$ cat config.mk
export PLATFORM = sky130hd
export DESIGN_NAME = pwr_mode_ctrl
export DESIGN_NICKNAME = d
export VERILOG_FILES = /design/src/rtl/pwr_mode_pkg.sv /design/src/rtl/pwr_ctrl_reg.sv /design/src/rtl/pwr_clk_gate.sv /design/src/rtl/pwr_mode_ctrl.sv
export SDC_FILE = /design/constraint.sdc
export NUM_CORES = 1
export LEC_CHECK = 0
export ABC_AREA = 1
export ABC_CLOCK_PERIOD_IN_PS = 2250
export BUFFER_PORTS_ARGS = -buffer_cell sky130_fd_sc_hd__buf_2
export CAP_MARGIN = 10
export CELL_PAD_IN_SITES_DETAIL_PLACEMENT = 1
export CELL_PAD_IN_SITES_GLOBAL_PLACEMENT = 1
export CORE_AREA = 3 3 40 42
export CTS_CLUSTER_DIAMETER = 80
export DETAILED_ROUTE_END_ITERATION = 10
export DIE_AREA = 0 0 43 45
export PLACE_DENSITY = 0.67
export SYNTH_ARGS = -nofsm -noshare
export SYNTH_HDL_FRONTEND = slang
export SYNTH_SLANG_ARGS = --single-unit
$ cat constraint.sdc
create_clock -name clk -period 2.25 [get_ports clk]
set_input_delay 0.225 -clock clk [delete_from_list [all_inputs] [get_ports clk]]
set_output_delay 0.225 -clock clk [all_outputs]
set_load 0.02 [all_outputs]
$ cat src/rtl/pwr_mode_pkg.sv
// Package: pwr_mode_pkg
// Holds the register width and the positions of the fields that the
// rest of the block decodes. Assumes the mode bits sit below the flags.
package pwr_mode_pkg;
    parameter int DATA_W    = 8;
    parameter int IDLE_BIT  = 0;
    parameter int PD_BIT    = 1;
    parameter int FLAG_LSB  = 2;
    parameter int NUM_FLAGS = 2;
    localparam int FLAG_MSB = FLAG_LSB + NUM_FLAGS - 1;

    typedef struct packed {
        logic [NUM_FLAGS-1:0] flags;
        logic                 pd;
        logic                 idle;
    } pwr_state_t;
endpackage

$ cat src/rtl/pwr_ctrl_reg.sv
// Module: pwr_ctrl_reg
// Stores the mode bits and user flags and computes their next state from
// writes and wake requests. Assumes wake inputs are already synchronous
// to clk. A write overrides a wake request on the same edge, and
// power-down overrides idle within one write.
module pwr_ctrl_reg
    import pwr_mode_pkg::*;
(
    input  logic              clk,
    input  logic              rst_n,
    input  logic              wr_en,
    input  logic [DATA_W-1:0] wdata,
    input  logic              irq_wake,
    input  logic              ext_wake,
    output pwr_state_t        state_q,
    output pwr_state_t        state_n
);
    logic unused_hi;
    assign unused_hi = ^wdata[DATA_W-1:FLAG_MSB+1];

    // Next-state selection: write first, then external wake, then interrupt wake.
    always_comb begin
        state_n = state_q;
        if (wr_en) begin
            state_n.pd    = wdata[PD_BIT];
            state_n.idle  = wdata[IDLE_BIT] & ~wdata[PD_BIT];
            state_n.flags = wdata[FLAG_MSB:FLAG_LSB];
        end else if (ext_wake) begin
            state_n.pd   = 1'b0;
            state_n.idle = 1'b0;
        end else if (irq_wake && !state_q.pd) begin
            state_n.idle = 1'b0;
        end
    end

    // State register with synchronous clear.
    always_ff @(posedge clk) begin
        if (!rst_n) state_q <= '0;
        else        state_q <= state_n;
    end
endmodule

$ cat src/rtl/pwr_clk_gate.sv
// Module: pwr_clk_gate
// Registers the CPU and peripheral clock enables from the next mode
// state, so each enable is a plain flop that moves only on a rising
// edge. Both enables are high out of reset.
module pwr_clk_gate
    import pwr_mode_pkg::*;
(
    input  logic       clk,
    input  logic       rst_n,
    input  pwr_state_t state_n,
    output logic       cpu_en,
    output logic       per_en
);
    // Enable flops: CPU stops in either mode, peripherals only in power-down.
    always_ff @(posedge clk) begin
        if (!rst_n) begin
            cpu_en <= 1'b1;
            per_en <= 1'b1;
        end else begin
            cpu_en <= ~(state_n.idle | state_n.pd);
            per_en <= ~state_n.pd;
        end
    end
endmodule

$ cat src/rtl/pwr_mode_ctrl.sv
// Module: pwr_mode_ctrl
// Top of the power-mode controller: control register plus clock-enable
// generation, with the read-back value assembled from the stored fields.
// Assumes a single synchronous clock domain and an active-low sync reset.
module pwr_mode_ctrl
    import pwr_mode_pkg::*;
(
    input  logic              clk,
    input  logic              rst_n,
    input  logic              reg_wr_en,
    input  logic [DATA_W-1:0] reg_wdata,
    output logic [DATA_W-1:0] reg_rdata,
    input  logic              irq_wake,
    input  logic              ext_wake,
    output logic              cpu_clk_en,
    output logic              per_clk_en
);
    pwr_state_t st_q;
    pwr_state_t st_n;

    pwr_ctrl_reg u_reg (
        .clk      (clk),
        .rst_n    (rst_n),
        .wr_en    (reg_wr_en),
        .wdata    (reg_wdata),
        .irq_wake (irq_wake),
        .ext_wake (ext_wake),
        .state_q  (st_q),
        .state_n  (st_n)
    );

    pwr_clk_gate u_gate (
        .clk     (clk),
        .rst_n   (rst_n),
        .state_n (st_n),
        .cpu_en  (cpu_clk_en),
        .per_en  (per_clk_en)
    );

    // Read-back bits: one per register position, reserved ones tied low.
    for (genvar i = 0; i < DATA_W; i++) begin : g_rd
        if (i == IDLE_BIT) begin : g_idle
            assign reg_rdata[i] = st_q.idle;
        end else if (i == PD_BIT) begin : g_pd
            assign reg_rdata[i] = st_q.pd;
        end else if (i >= FLAG_LSB && i <= FLAG_MSB) begin : g_flag
            assign reg_rdata[i] = st_q.flags[i-FLAG_LSB];
        end else begin : g_resv
            assign reg_rdata[i] = 1'b0;
        end
    end
endmodule

* After elaboration in Yosys (flattened, before gate mapping)
Cells that the tools add are included.
** Word-level totals
- Memory bits (read-only) :: 0
- Latch bits :: 0
- Register bits after elaboration :: 6
- Logic and storage cells :: 16
- Bits of input ports :: 13
- Memories :: 0
- Bits in writable memories :: 0
- Output and inout port bits :: 10
** Operators by class
- Divide/modulo/power cells :: 0
- Bitwise logic cells :: 5
- $add $sub $neg :: 0
- Equality and inequality tests :: 0
- Muxes and demuxes :: 4
- $mul :: 0
- Order comparisons :: 0
- Reduce and logical (&&, ||, !) cells :: 2
- Shift operators :: 0
** Operators with widths (count)
- $mux W1 :: 3
- $not A1 Y1 :: 3
- $mux W2 :: 1
- $and A1 B1 Y1 :: 1
- $logic_and A1 B1 Y1 :: 1
- $logic_not A1 Y1 :: 1
- $or A1 B1 Y1 :: 1

* Logic depth before layout (Yosys ltp)
Gate-level depths: netlist of the first run.
- Word-level depth :: 7
- Depth in mapped cells :: 5

* Hierarchy
A second synthesis of the first run with hierarchy kept.
** Second synthesis, totals
- Cell total of the unflattened synthesis :: 35
- Area total of the unflattened synthesis :: 260.2 sq um
** By module, submodules not included
- pwr_ctrl_reg :: cells an instance 26, times used 1, area an instance 177.7 sq um, seq. area each 80.1 sq um
- pwr_clk_gate :: cells an instance 4, times used 1, area an instance 48.8 sq um, seq. area each 40.0 sq um
- pwr_mode_ctrl :: cells an instance 5, times used 1, area an instance 33.8 sq um, seq. area each 0.0 sq um

* Worst setup path after synthesis of the first run
Ideal clock, no wire load.
- Path type :: register -> register
- From :: register u_reg.state_q[1] (netlist bit)
- To :: register u_gate.cpu_en
- Arrival :: 0.761 ns
- Setup slack :: 1.376 ns
- Buffers on the path :: 0
- Period minus slack after synthesis :: 0.874 ns
- Cell stages (with the launch flop) :: 6
- Cell sequence :: dfxtp_1 -> inv_1 -> nand2_1 -> nand3_1 -> nand3_1 -> nand2_1
** Between the ends
- Word-level cells in the longest chain between the ends :: 7
- Elaborated cells on any way between the ends :: 8
** RTL lines
- start, declared :: line pwr_ctrl_reg.sv:15 : output pwr_state_t state_q,
- start signal, assigned :: line pwr_ctrl_reg.sv:39 : else state_q <= state_n;
- $logic_not A1 Y1 :: line pwr_ctrl_reg.sv:31 : end else if (irq_wake && !state_q.pd) begin
- $logic_and A1 B1 Y1 :: line pwr_ctrl_reg.sv:31
- $mux W1 :: line pwr_ctrl_reg.sv:31
- $mux W1 :: line pwr_ctrl_reg.sv:28 : end else if (ext_wake) begin
- $mux W2 (*) :: line pwr_ctrl_reg.sv:24 : if (wr_en) begin
- $or A1 B1 Y1 (*) :: line pwr_clk_gate.sv:20 : cpu_en <= ~(state_n.idle | state_n.pd);
- $not A1 Y1 (*) :: line pwr_clk_gate.sv:20
- end signal, assigned :: line pwr_clk_gate.sv:20
- end, declared :: line pwr_clk_gate.sv:11 : output logic cpu_en,
Mark *: on every way between the ends. The rest lies on a longest branch, timed or not.
A chain may end at the register's enable or synchronous reset.

* Final worst setup path of the first run
- From :: register u_reg.state_q[1] (netlist bit)
- To :: output port reg_rdata[1]
** RTL lines
- end, declared :: line pwr_mode_ctrl.sv:12 : output logic [DATA_W-1:0] reg_rdata,
No word-level cell between the ends.

==> results_dict.tcl, run 1 <==
set metrics [dict create \
    outcome "finished clean" \
    firstDrtPassIters 1 \
    synth_area_um2 250.2 \
    worstPathCellList "buf_2" \
    fin_crit_ns 0.9969 \
    synthCells 33 \
    antenna_found_initial 0 \
    clk_path_buf_depth 2 \
    arrival_ns 0.77 \
    ios 23 \
    place_inst 61 \
    crit_buf_inv 1 \
    synth_area_leaders "dfxtp_1 48%, buf_4 12%, nor2_1 9.0%, inv_1 7.5%, nand2_1 6.0%" \
    rr_startpoint "u_reg.state_q[1]" \
    fp.dieH_um 45 \
    wl_met3_um 79 \
    seq_area_frac_synth_pct 48.00 \
    instances_no_fill 64 \
    max_cap_viol_count 0 \
    cp-startpoint "u_reg.state_q[1]" \
    area_growth_pct 37.00 \
    yosys_warnings 0 \
    htreeDepth 1 \
    cts_made_buffers 3 \
    post-route-period-util_pct 44.31 \
    initial_core_util_pct 19.47 \
    dr.first_iter.drc_count 0 \
    clock_skew_ns 0.0003463 \
    antennaDiodeCount 0 \
    met2RoutedLength_um 214 \
    worstPathMaxFanout 3 \
    drc 0 \
    criticalPathCategory "flop to output port" \
    drt-met1-wl_um 240 \
    hold_buffers 0 \
    slew_violations 0 \
    rr_worst_depth 5 \
    die_x_um 43 \
    core_um2 1285 \
    finalWirelength_um 533 \
    synth.top_cell.area_share_pct 48.00 \
    grt_pass1_vias 214 \
    tns_ns 0 \
    p_leak_nw 0.1885 \
    cp-end-kind "output port" \
    syn-mean-instance-area_um2 7.583 \
    top_layer "met3" \
    ys_ff_latch 6 \
    worst-path-stages 1 \
    fmax_ghz 1.003 \
    hold_path_startpoint "rst_n" \
    critPathTopFamily "flip-flops" \
    required_ns 2.03 \
    ir_worst_vdd_uv 245.9 \
    hold_viol 0 \
    root_buffer "clkbuf_4" \
    drive_gt1_share_pct 38.78 \
    synth_cell_types 11 \
    clk_pin_slew_ns 0.04 \
    grt_setup_unrepaired "false" \
    slowest_stage "dfxtp_1" \
    portBuffers 14 \
    cts_tree "done" \
    grt_max_degree 6 \
    min_path_cells 2 \
    clock-sinks 6 \
    rows 13 \
    wl_per_cell_um 8.328 \
    die_area_um2 1935 \
    gr-total-overflow 0 \
    whs_ns 0.1907 \
    final-setup-viol-count 0 \
    min_path_type "input pin to flop" \
    vias 232 \
    dp_hpwl_um 446.9 \
    grt_pass1_wl_um 841 \
    totalPowerFinal_mw 0.2499 \
    grtUsageTotal_pct 6.922 \
    ant_nets 0 \
    synth_top_area_cell "dfxtp_1" \
    cts_resized 0 \
    cp-start-kind "flop" \
    max_stage_delay_ns 0.35 \
    fin_nets 64 \
    clkLatencyLatePin_ns 0.24 \
    routabilityCongestion 0.6231 \
    pwr_density_cell_nw_per_um2 729.0 \
    vias_per_cell 3.625 \
    postCtsSetupBuffers 0 \
]
Yosys cell counts:
cell type  count
a21oi_1        1
inv_1          5
conb_1         1
buf_4          4
nor2_1         6
nand2_1        4
nor2_2         1
a21oi_2        1
dfxtp_1        6
o21ai_0        2
nand3_1        2
where the power goes:
group / switching (mW) / internal (mW)
clock: 0.0357 / 0.0601
combinational: 0.0258 / 0.0134
sequential: 0.00225 / 0.113
total: 0.0638 / 0.186
per-layer routing:
| metal | vias to the layer above | track usage (%) |
|---|---|---|
| li1 | 124 | - |
| met1 | 92 | 7.264 |
| met2 | 16 | 7.186 |
| met3 | 0 | 7.968 |
| met4 | 0 | 5.422 |
| met5 | - | 0 |
flip-flops by register name (all words and copies together) (netlist names):
register / count
u_gate.cpu_en: 1
u_reg.state_q: 4
u_gate.per_en: 1
logic make-up (layout without fill, tap and decap cells):
family | after synthesis | after routing | synth area share, %
simple gates | 13 | 13 | 21.50
buf+inv | 9 | 22 | 19.50
flops | 6 | 6 | 48.00
compound gates | 4 | 4 | 9.499
other cells | 1 | 4 | 1.499
cell type report:
cell class / count / area, um^2
Inverter: 5 / 18.77
Timing Repair Buffer: 14 / 70.07
Fill cell: 172 / 942.2
Multi-Input combinational cell: 21 / 92.59
Clock buffer: 3 / 22.52
Tap cell: 15 / 18.77
Sequential cell: 6 / 120.1
worst reg2reg max path, delay by kind of cell, from the launching register on:
family	cells	cell delay [ns]
simple gates	4	0.29
flops	1	0.35
buf+inv	1	0.05
through the flow:
step	setup WS, ns	instance area (um^2)	util, %
after global placement	1.338	320.3	24.93
after CTS	1.235	342.8	26.68
final	1.253	342.8	26.68
after detailed placement	1.318	320.3	24.93
after floorplan	1.376	261.5	-
after global routing	1.190	342.8	26.68
layout by cell type, fill, tap and decap left out:
cell type	netlist	final
buf_2	0	14
nor2_1	6	6
dfxtp_1	6	6
inv_1	5	5
nand2_1	4	4
conb_1	1	4
clkbuf_4	0	3
nand3_1	2	2
o21ai_0	2	2
a21oi_2	1	1
a21oi_1	1	1
nor2_2	1	1
worst paths after layout:
kind                      end  slack [ns]
max              reg_rdata[1]        1.25
min             u_gate.cpu_en        0.19
max reg2reg     u_gate.cpu_en        1.46
min reg2reg  u_reg.state_q[3]        0.51
Note: power is estimated with default switching activity, not from simulation.
==> run 2: changes to the inputs <==
--- a/config.mk
+++ b/config.mk
@@ -6,15 +6,15 @@
 export NUM_CORES = 1
 export LEC_CHECK = 0
 export ABC_AREA = 1
-export ABC_CLOCK_PERIOD_IN_PS = 2250
+export ABC_CLOCK_PERIOD_IN_PS = 900
 export BUFFER_PORTS_ARGS = -buffer_cell sky130_fd_sc_hd__buf_2
 export CAP_MARGIN = 10
 export CELL_PAD_IN_SITES_DETAIL_PLACEMENT = 1
 export CELL_PAD_IN_SITES_GLOBAL_PLACEMENT = 1
-export CORE_AREA = 3 3 40 42
+export CORE_MARGIN = 3
+export CORE_UTILIZATION = 18
 export CTS_CLUSTER_DIAMETER = 80
 export DETAILED_ROUTE_END_ITERATION = 10
-export DIE_AREA = 0 0 43 45
 export PLACE_DENSITY = 0.67
 export SYNTH_ARGS = -nofsm -noshare
 export SYNTH_HDL_FRONTEND = slang
==> constraint.sdc (replaced) <==
create_clock -name clk -period 0.9 [get_ports clk]
set_input_delay 0.09 -clock clk [delete_from_list [all_inputs] [get_ports clk]]
set_output_delay 0.09 -clock clk [all_outputs]
set_load 0.02 [all_outputs]
==> run 2 against run 1 <==
Design area up 0.73%. Count of clock-buffer cells in the layout unchanged. Sequential power rose to 2.5 times the previous value. First-iteration DRC count up 4. Global-route usage about the same. Largest cell class unchanged. Combinational power rose to 2.6 times the previous value. Total power rose to 2.6 times the previous value. Worst hold slack worse by 0.13 ns. Register-to-register slack worse by 1.3 ns.
==> results_dict.tcl, run 2 (synthesized netlist as in run 1, its figures left out) <==
set metrics [dict create \
    fin_crit_ns 0.8196 \
    root_buffer "clkbuf_4" \
    slew_violations 0 \
    instances_no_fill 63 \
    place_inst 60 \
    arrival_ns 0.73 \
    slowest_stage "dfxtp_1" \
    die_x_um 43.29 \
    antennaDiodeCount 0 \
    clock-sinks 6 \
    max_cap_viol_count 0 \
    dr.first_iter.drc_count 4 \
    cp-start-kind "flop" \
    whs_ns 0.06202 \
    pwr_density_cell_nw_per_um2 1851 \
    post-route-period-util_pct 91.07 \
    layout_common_cells "13 x buf_2, 6 x nor2_1, 5 x inv_1, 5 x dfxtp_1" \
    largest-register "u_reg.state_q" \
    fin_area_um2 345.3 \
    die_area_um2 1874 \
    critPathTopFamily "flip-flops" \
    min_path_type "input pin to flop" \
    ant_nets 0 \
    clk_path_buf_depth 2 \
    min_path_cells 2 \
    ios 23 \
    rr_worst_depth 5 \
    firstDrtPassIters 2 \
    criticalPathCategory "flop to output port" \
    clkLatencyLatePin_ns 0.24 \
    grt_max_degree 6 \
    antenna_found_initial 0 \
    cts_made_buffers 3 \
    final_util_pct 28.75 \
    routabilityCongestion 0.6797 \
    worstPathCellList "buf_2" \
    clock_skew_ns 0.001866 \
    largest_reg_flops 4 \
    outcome "finished clean" \
    grt_pass1_vias 253 \
    grt_pass1_wl_um 924 \
    dpl_cell_area_um2 319.1 \
    cts_tree "done" \
    place_ws_ns 0.1048 \
    busiest_layer "met2" \
    met3_usage_pct 3.390 \
    crit_buf_inv 1 \
    drc 0 \
    htreeDepth 1 \
    vias_per_cell 3.857 \
    rr_startpoint "u_reg.state_q[1]" \
    fmax_ghz 1.220 \
    grt_use_met2_pct 8.850 \
    r2r-end "u_gate.cpu_en" \
    final_common_cell "buf_2" \
    finalWirelength_um 568 \
    fp.dieH_um 43.29 \
    gr-total-overflow 0 \
    required_ns 0.81 \
    tns_ns 0 \
    initial_core_util_pct 20.83 \
    hold_viol 0 \
    cp-end-kind "output port" \
    fin_nets 64 \
    hold_path_startpoint "rst_n" \
    clk_pin_slew_ns 0.05 \
    final-setup-viol-count 0 \
    portBuffers 14 \
    rrSetupSlack_ns 0.13 \
    drive_gt1_share_pct 40.82 \
    grt_setup_unrepaired "false" \
    setup_ws_ns 0.08039 \
    wl_per_cell_um 9.016 \
    max_stage_delay_ns 0.32 \
    grtUsageTotal_pct 6.905 \
    reg_top3 "u_reg.state_q (4), u_gate.cpu_en (1), u_gate.per_en (1)" \
    hold_end "u_gate.cpu_en" \
    area_growth_pct 38.00 \
    ir_worst_vdd_uv 536.4 \
    totalPowerFinal_mw 0.6392 \
    grt_util_met1_pct 7.711 \
    vias 243 \
    rows 12 \
    core_um2 1201 \
    worstPathMaxFanout 2 \
    p_leak_nw 0.1890 \
]
## run 2: worst max path at each step
stage	start	to	slack [ns]	cells past startpoint
3_3_place_gp	u_reg.state_q[1]	u_gate.cpu_en	0.1	5
2_1_floorplan	u_reg.state_q[1]	u_gate.cpu_en	0.03	5
6_report	u_reg.state_q[0]	reg_rdata[0]	0.08	1
5_1_grt	u_reg.state_q[1]	u_gate.cpu_en	0.04	5
3_5_place_dp	u_reg.state_q[1]	u_gate.cpu_en	0.10	5
4_1_cts	u_reg.state_q[1]	reg_rdata[1]	0.02	1
## run 2: worst register-to-register path: stages, from the launching register on
cell	delay (ns)
dfxtp_2	0.34
inv_1	0.04
nand2_1	0.05
nand3_1	0.08
nand3_1	0.10
nand2_1	0.05
## run 2: final cells by class
cell class	count	area, um^2
Timing Repair Buffer	14	72.57
Clock buffer	3	22.52
Tap cell	14	17.52
Multi-Input combinational cell	21	92.59
Inverter	5	18.77
Sequential cell	6	121.4
Fill cell	164	855.8
## run 2: where the power goes
group          internal (mW)  leakage [nW]  switching, mW
clock network          0.151        0.0138          0.100
registers              0.282        0.0500        0.00584
logic                 0.0346         0.125         0.0659
total                  0.467         0.189          0.172
## run 2: per-layer routing
metal / share of wire [%] / vias to the layer above / routed length [um]
met5: 0 / - / 0
met4: 0 / 0 / 0
met3: 14 / 0 / 81
met2: 39 / 14 / 224
met1: 46 / 105 / 262
li1: - / 124 / -
## run 2: what timing repair did
item                       in CTS  in global routing
resized for setup               0                  2
setup endpoints to repair       0                  1
hold buffers                    0                  0
setup buffers                   0                  0
==> run 3: changes to the inputs <==
--- a/config.mk
+++ b/config.mk
@@ -6,15 +6,16 @@
 export NUM_CORES = 1
 export LEC_CHECK = 0
 export ABC_AREA = 1
-export ABC_CLOCK_PERIOD_IN_PS = 900
+export ABC_CLOCK_PERIOD_IN_PS = 800
 export BUFFER_PORTS_ARGS = -buffer_cell sky130_fd_sc_hd__buf_2
 export CAP_MARGIN = 10
 export CELL_PAD_IN_SITES_DETAIL_PLACEMENT = 1
 export CELL_PAD_IN_SITES_GLOBAL_PLACEMENT = 1
-export CORE_MARGIN = 3
-export CORE_UTILIZATION = 18
+export CORE_AREA = 3 3 40 42
 export CTS_CLUSTER_DIAMETER = 80
+export CTS_CLUSTER_SIZE = 20
 export DETAILED_ROUTE_END_ITERATION = 10
+export DIE_AREA = 0 0 43 45
 export PLACE_DENSITY = 0.67
 export SYNTH_ARGS = -nofsm -noshare
 export SYNTH_HDL_FRONTEND = slang
==> constraint.sdc (replaced) <==
create_clock -name clk -period 0.8 [get_ports clk]
set_input_delay 0.08 -clock clk [delete_from_list [all_inputs] [get_ports clk]]
set_output_delay 0.08 -clock clk [all_outputs]
set_load 0.02 [all_outputs]
==> run 3 against run 2 <==
Clock skew is 0.0027 ns higher. Flip-flop and latch count stayed put. Register-to-register slack worse by 0.11 ns.
==> results_dict.tcl, run 3 (synthesized netlist as in run 1, its figures left out) <==
set metrics [dict create \
    final_common_cell "buf_2" \
    rr_worst_depth 5 \
    dp_hpwl_um 471.8 \
    fmax_ghz 1.259 \
    rr_startpoint "u_reg.state_q[1]" \
    clock-sinks 6 \
    n_fill_cell 171 \
    htreeDepth 1 \
    finalWirelength_um 612 \
    hold_viol 0 \
    clkPwrFrac_pct 36.9 \
    max_cap_viol_count 0 \
    clk_path_buf_depth 2 \
    crit_buf_inv 1 \
    worstPathMaxFanout 2 \
    initial_core_util_pct 19.47 \
    rrSetupSlack_ns 0.02 \
    grt_use_met2_pct 8.383 \
    hold_buffers 0 \
    grt_util_met1_pct 8.717 \
    cp-end-kind "output port" \
    p_seq_share_pct 45.2 \
    postCtsSetupBuffers 0 \
    vias_per_cell 3.750 \
    slew_violations 0 \
    layout_common_cells "8 x buf_2, 6 x nor2_1, 5 x inv_1" \
    grt_setup_unrepaired "true" \
    grt_pass1_vias 252 \
    area_growth_pct 54.50 \
    die_area_um2 1935 \
    clock_skew_ns 0.004570 \
    cts_made_buffers 3 \
    rows 13 \
    critPathTopFamily "flip-flops" \
    outcome "finished clean" \
    final-setup-viol-count 0 \
    hold_end "u_gate.cpu_en" \
    cp-start-kind "flop" \
    pwr_density_cell_nw_per_um2 1885 \
    largest-register "u_reg.state_q" \
    hold_path_startpoint "rst_n" \
    drive_gt1_share_pct 48.98 \
    core_um2 1285 \
    grtUsageTotal_pct 7.256 \
    cts_tree "done" \
    slowest_stage "dfxtp_1" \
    ios 23 \
    grt_pass1_wl_um 959 \
    fp.dieH_um 45 \
    required_ns 0.72 \
    pwr-share-comb_pct 17.9 \
    min_path_type "input pin to flop" \
    r2r-end "u_gate.cpu_en" \
    grt_max_degree 6 \
    p_int_mw 0.5420 \
    routabilityCongestion 0.6034 \
    drc 0 \
    dr.first_iter.drc_count 0 \
    antenna_found_initial 0 \
    wl_per_cell_um 9.563 \
    netSwitchingPower_mw 0.1867 \
    worstPathCellList "buf_6" \
    antennaDiodeCount 0 \
    ir_worst_vdd_uv 879.1 \
    p_leak_nw 0.2016 \
    clk_pin_slew_ns 0.04 \
    busiest_layer "met1" \
    reg_top3 "u_reg.state_q (4), u_gate.cpu_en (1), u_gate.per_en (1)" \
    post-route-period-util_pct 99.30 \
    arrival_ns 0.71 \
    die_x_um 43 \
    fin_nets 64 \
    fin_crit_ns 0.7944 \
    firstDrtPassIters 1 \
    swShare_pct 25.62 \
    tns_ns 0 \
    totalPowerFinal_mw 0.7288 \
    largest_reg_flops 4 \
    portBuffers 14 \
    ant_nets 0 \
    clkLatencyLatePin_ns 0.24 \
    criticalPathCategory "flop to output port" \
    min_path_cells 2 \
    gr-total-overflow 0 \
    vias 240 \
    root_buffer "clkbuf_4" \
    met3_usage_pct 5.578 \
    max_stage_delay_ns 0.35 \
]
run 3: cell counts in the layout (fill, tap and decap cells not counted):
Identical to the previous run, type by type.
run 3: layout make-up:
| cell class | count | area [um^2] | area share, % |
|---|---|---|---|
| Sequential cell | 6 | 123.9 | 32.04 |
| Multi-Input combinational cell | 21 | 102.6 | 26.54 |
| Timing Repair Buffer | 14 | 100.1 | 25.89 |
| Clock buffer | 3 | 22.52 | 5.825 |
| Inverter | 5 | 18.77 | 4.854 |
| Tap cell | 15 | 18.77 | 4.854 |
run 3: worst max path at each step:
| stage | start | endpoint | slack (ns) | cells after the start |
|---|---|---|---|---|
| finish | u_reg.state_q[0] | reg_rdata[0] | 0.006 | 1 |
| global route | u_reg.state_q[1] | u_reg.state_q[0] | -0.05 | 4 |
| CTS | u_reg.state_q[1] | reg_rdata[1] | -0.002 | 1 |
| detailed placement | reg_wr_en | u_gate.cpu_en | 0.005 | 5 |
| global placement | reg_wr_en | u_gate.cpu_en | 0.03 | 5 |
| floorplan | u_reg.state_q[1] | u_gate.cpu_en | 0.01 | 5 |
run 3: power by group through the flow:
stage | clock [mW] | sequential, mW | combinational (mW)
after floorplan | 0 | 0.350 | 0.0606
after global placement | 0 | 0.330 | 0.110
after detailed placement | 0 | 0.330 | 0.112
after CTS | 0.288 | 0.327 | 0.122
after global routing | 0.309 | 0.331 | 0.144
final | 0.269 | 0.329 | 0.131
run 3: layer usage:
metal / vias to the layer above / share of wire (%) / wire length, um
li1: 124 / - / -
met1: 104 / 42 / 254
met2: 12 / 48 / 292
met3: 0 / 11 / 65
met4: 0 / 0 / 0
met5: - / 0 / 0
run 3: per-stage QoR:
step | cell area (um^2) | hold WS, ns | worst slack [ns] | util [%] | instances
finish | 386.6 | 0.04868 | 0.005616 | 30.09 | 64
global route | 386.6 | 0.04422 | -0.05154 | 30.09 | 64
CTS | 362.8 | 0.03913 | -0.002357 | 28.24 | 64
detailed placement | 321.6 | 0.2973 | 0.005254 | 25.02 | 61
global placement | 321.6 | 0.2889 | 0.03107 | 25.02 | 61
floorplan | 262.8 | 0.1490 | 0.01106 | - | 36
run 3: what timing repair did:
item,in CTS,in global routing
cloned,0,0
gates resized for setup,7,7
endpoints found under the setup margin,4,8
pin swaps,0,1
